### src/rtl/tblrd_pkg.sv
package tblrd_pkg;
    localparam int PAGE_W = 8;
    localparam int PTR_W  = 16;
    localparam int MEM_W  = 24;
    localparam int DATA_W = 16;

    typedef struct packed {
        logic [PAGE_W-1:0] page;
        logic              pend;
        logic              high;
        logic              byte_m;
        logic              lsb;
    } tblrd_state_t;
endpackage

### src/rtl/tblrd_addr_gen.sv
module tblrd_addr_gen #(
    parameter int PAGE_W = 8,
    parameter int PTR_W  = 16,
    localparam int ADDR_W = PAGE_W + PTR_W - 1
) (
    input  logic [PAGE_W-1:0] page,
    input  logic [PTR_W-1:0]  ptr,
    output logic [ADDR_W-1:0] word_addr
);
    // Page sits above the pointer; the pointer is never added to it,
    // so wrap stays inside the page.
    always_comb begin
        word_addr = {page, ptr[PTR_W-1:1]};
    end
endmodule

### src/rtl/tblrd_lane_sel.sv
module tblrd_lane_sel #(
    parameter int MEM_W  = 24,
    parameter int DATA_W = 16,
    localparam int HALF_W = DATA_W / 2,
    localparam int HI_W   = MEM_W - DATA_W
) (
    input  logic [MEM_W-1:0]  word,
    input  logic              high,
    input  logic              byte_m,
    input  logic              lsb,
    output logic [DATA_W-1:0] data
);
    logic [DATA_W-1:0] hi_lane;

    always_comb begin
        hi_lane = '0;
        hi_lane[HI_W-1:0] = word[MEM_W-1:DATA_W];
        data = '0;
        if (high) begin
            if (!(byte_m && lsb)) begin
                data = hi_lane;
            end
        end else if (byte_m) begin
            if (lsb) begin
                data[HALF_W-1:0] = word[DATA_W-1:HALF_W];
            end else begin
                data[HALF_W-1:0] = word[HALF_W-1:0];
            end
        end else begin
            data = word[DATA_W-1:0];
        end
    end
endmodule

### src/rtl/tblrd_unit.sv
module tblrd_unit
    import tblrd_pkg::*;
#(
    localparam int ADDR_W = PAGE_W + PTR_W - 1
) (
    input  logic              clk,
    input  logic              rst_n,
    input  logic              pg_wr_en,
    input  logic [15:0]       pg_wr_data,
    output logic [15:0]       pg_rd_data,
    input  logic              req_valid,
    input  logic              req_high,
    input  logic              req_byte,
    input  logic [PTR_W-1:0]  req_ptr,
    output logic              mem_en,
    output logic [ADDR_W-1:0] mem_addr,
    input  logic [MEM_W-1:0]  mem_rdata,
    output logic              rsp_valid,
    output logic [DATA_W-1:0] rsp_data
);
    tblrd_state_t st_d, st_q;
    logic [DATA_W-1:0] lane_data;

    tblrd_addr_gen #(.PAGE_W(PAGE_W), .PTR_W(PTR_W)) i_addr (
        .page      (st_q.page),
        .ptr       (req_ptr),
        .word_addr (mem_addr)
    );

    tblrd_lane_sel #(.MEM_W(MEM_W), .DATA_W(DATA_W)) i_lane (
        .word   (mem_rdata),
        .high   (st_q.high),
        .byte_m (st_q.byte_m),
        .lsb    (st_q.lsb),
        .data   (lane_data)
    );

    always_comb begin
        st_d        = st_q;
        st_d.pend   = req_valid;
        if (req_valid) begin
            st_d.high   = req_high;
            st_d.byte_m = req_byte;
            st_d.lsb    = req_ptr[0];
        end
        if (pg_wr_en) begin
            st_d.page = pg_wr_data[PAGE_W-1:0];
        end
    end

    always_ff @(posedge clk) begin
        if (!rst_n) begin
            st_q <= '0;
        end else begin
            st_q <= st_d;
        end
    end

    always_comb begin
        mem_en     = req_valid;
        pg_rd_data = '0;
        pg_rd_data[PAGE_W-1:0] = st_q.page;
        rsp_valid  = st_q.pend;
        rsp_data   = st_q.pend ? lane_data : '0;
    end

    a_r5_rsp_after_req: assert property (@(posedge clk) disable iff (!rst_n)
        req_valid |=> rsp_valid);
    a_r5_no_spurious_rsp: assert property (@(posedge clk) disable iff (!rst_n)
        !req_valid |=> !rsp_valid);
    a_r2_page_load: assert property (@(posedge clk) disable iff (!rst_n)
        pg_wr_en |=> pg_rd_data[PAGE_W-1:0] == $past(pg_wr_data[PAGE_W-1:0]));
    a_r3_page_field: assert property (@(posedge clk) disable iff (!rst_n)
        mem_en |-> mem_addr[ADDR_W-1 -: PAGE_W] == pg_rd_data[PAGE_W-1:0]);
    a_r8_high_upper_zero: assert property (@(posedge clk) disable iff (!rst_n)
        (rsp_valid && $past(req_high)) |-> rsp_data[DATA_W-1:DATA_W/2] == '0);
    a_r9_phantom_zero: assert property (@(posedge clk) disable iff (!rst_n)
        (rsp_valid && $past(req_high) && $past(req_byte) && $past(req_ptr[0]))
        |-> rsp_data == '0);
endmodule

### config.mk
export PLATFORM = sky130hd
export DESIGN_NAME = tblrd_unit
export DESIGN_NICKNAME = d
export VERILOG_FILES = /design/src/rtl/tblrd_pkg.sv /design/src/rtl/tblrd_addr_gen.sv /design/src/rtl/tblrd_lane_sel.sv /design/src/rtl/tblrd_unit.sv
export SDC_FILE = /design/constraint.sdc
export NUM_CORES = 1
export LEC_CHECK = 0
export CELL_PAD_IN_SITES_DETAIL_PLACEMENT = 1
export CELL_PAD_IN_SITES_GLOBAL_PLACEMENT = 1
export CORE_MARGIN = 2
export CORE_UTILIZATION = 15
export DETAILED_ROUTE_END_ITERATION = 6
export MAX_ROUTING_LAYER = met4
export PLACE_DENSITY = 0.83
export RECOVER_POWER = 100
export SETUP_SLACK_MARGIN = 0.05
export SYNTH_ARGS = -nofsm -noshare
export SYNTH_HDL_FRONTEND = slang
export SYNTH_SLANG_ARGS = --single-unit
### constraint.sdc
create_clock -name clk -period 1.11 [get_ports clk]
set_input_delay 0.222 -clock clk [delete_from_list [all_inputs] [get_ports clk]]
set_output_delay 0.222 -clock clk [all_outputs]
set_load 0.01 [all_outputs]
==> results.ini <==
[floorplan]
start_util=0.1539
ioPinCount=119
die_y_um=87.26
coreArea_um2=6756
die_x_um=87.26
dieArea_um2=7613
num_rows=30

[drt]
wl_met3_um=461
wire_per_inst_um=14.09
vias_per_cell=3.879
wl_met2_um=1914
top_layer_used=met4
drt_first_pass_iters=2
m1WireLength_um=1410
drc_errors=0
drt.antenna.violating_nets=0
vias=1059
routed_wl_um=3847
initialDrtViolationCount=4

[final_layout]
diodes=0
nets=256
syn2layout_area_growth_pct=87.97
drive_above_1_share=0.4560
fin_area_um2=1954
final_cell_mix=clkdlybuf4s50_1 (35), buf_6 (24), mux2i_1 (11), nor2b_1 (11), and2_4 (9)
seq_area_um2=256.5
mostFrequentLayoutCell=clkdlybuf4s50_1
final_util=0.2893
multi_input_comb_area_um2=669.4
num-fill-cells=787

[yosys]
ys_ff_latch=12
synthCells=126
synth_cell_types=16
synth.yosys.seq_area_share=0.2310
syn_avg_cell_area_um2=8.252
yosysWarnings=0
synth_area_um2=1040

[critical_path]
crit_path_start_kind=flip-flop
cp_slowest_cell=dfxtp_4
slowest_delay_ns=0.37
critPathKind=flip-flop to primary output
critPathArrivalTime_ns=1.36
rrSetupSlack_ns=-0.03
end_kind=primary output
path_depth=6
crit_top_cell=buf_6
cp_max_fo=6
cpLargestDelayFamily=buffers and inverters
reg2reg_depth=6
crit_chain=buf_6 > buf_6 > buf_6 > nor3b_2 > o21a_1 > buf_6
critPathBufInv=4
cp_data_required_time_ns=0.89

[grt]
antenna_found_initial=0
grtUsageTotal=0.09743
globalRoute.totalOverflow=0
grt_pass1_vias=1169
grt_max_degree=13
grt_pass1_wl_um=5561

[run_status]
outcome=finished with violations
violations=setup timing

[power]
p_seq_frac=0.330
power_density_nw_per_um2=755.3
switching_share=0.2755
combPwrFrac=0.386
p_total_w=0.001476
internal_power_w=0.001069
max-vdd-ir-drop_uv=439.3
leakagePower_nw=0.8395
clkPwrFrac=0.284
power.switching_w=0.0004067

[sta]
finalSetupViolCount=18
rsz0062_at_grt=yes
fin_skew_ns=0
worst_slack_ns=-0.4762
slew_violations=0
post-route-period-util=1.429
hold_viol_final=0
period_needed_ns=1.586
clock.fmax_mhz=630.4

[clock_network]
cts-root-buf=clkbuf_8
cts_tree=done
numCtsBuffers=3
clk_pin_slew_ns=0.05
hold_buffers=0
clock_latency_ns=0.24
h-tree-depth=1
clock_sinks=12
clockBufferDepth=2

[place]
place_ws_ns=-0.7411
port_buffers=72
hpwl_um=2693
gp_congestion=0.7808
place_area_um2=1728

[worst_hold_path]
hold_depth=0
hold_class=input pin to primary output

[flow_run]
max_cap_viol_count=0

power by group through the flow:
stage	Clock, W	Combinational, W	Sequential (W)
after floorplan	0	0.000291	0.000492
after global placement	0	0.000498	0.000490
after detailed placement	0	0.000505	0.000491
after CTS	0.000444	0.000550	0.000488
after global routing	0.000464	0.000610	0.000491
final	0.000419	0.000570	0.000487
per-stage QoR:
step           TNS [ns]  instances  hold slack (ns)
6_report         -6.285        273           0.4440
4_1_cts          -5.994        271           0.4441
2_1_floorplan   -0.6784        133           0.3437
3_3_place_gp     -11.23        257           0.4441
5_1_grt          -7.196        273           0.4440
3_5_place_dp     -11.87        257           0.4441
routing by layer:
| metal | vias to the layer above | GRT usage |
|---|---|---|
| li1 | 501 | - |
| met1 | 471 | 0.09624 |
| met2 | 77 | 0.1749 |
| met3 | 10 | 0.03507 |
| met4 | 0 | 0.03497 |
| met5 | - | - |
layout make-up:
class / count / area share
tap: 80 / 0.05122
multi-input combinational: 82 / 0.3425
clock buffer: 4 / 0.02305
timing repair buffer: 95 / 0.4520
sequential: 12 / 0.1312
synthesized netlist by cell type, drive strengths merged:
library cell  number  area, um^2
buf               38       285.3
a21oi              8       40.04
dfxtp             12       240.2
conb               1       3.750
nand2b             8       50.05
o21a               8       60.06
clkbuf             1       3.750
and2              10       62.56
nor2b             11       68.82
nand2              9       36.29
nor3b              9       78.83
mux2i             11       110.1
kinds of logic (layout without fill, tap and decap cells):
kind of cell / Yosys count / count (layout) / synth area share
flip-flops: 12 / 12 / 0.2310
multiplexers: 11 / 11 / 0.1059
other: 1 / 8 / 0.003607
AO/OA/AOI/OAI: 16 / 16 / 0.09627
buffers and inverters: 39 / 99 / 0.2780
AND/OR/NAND/NOR: 47 / 47 / 0.2852
repair_timing:
action | CTS | global route
resized for setup | 157 | 30
gates cloned | 2 | 0
setup buffers | 8 | 2
setup endpoints to repair | 34 | 31
pin swaps | 17 | 5
path summary, 6_finish.rpt:
kind / endpoint / startpoint
setup reg to reg: st_q[2]$_SDFFE_PN0P_ / st_q[2]$_SDFFE_PN0P_
setup / recovery: rsp_data[0] / st_q[2]$_SDFFE_PN0P_
hold / removal: mem_addr[0] / req_ptr[1]
hold reg to reg: pg_rd_data[7]$_SDFFE_PN0P_ / pg_rd_data[7]$_SDFFE_PN0P_
state kept, by name (all words and copies together) (netlist names):
name        cells
st_q            3
pg_rd_data      8
rsp_valid       1
(Power assumes the default switching activity.)
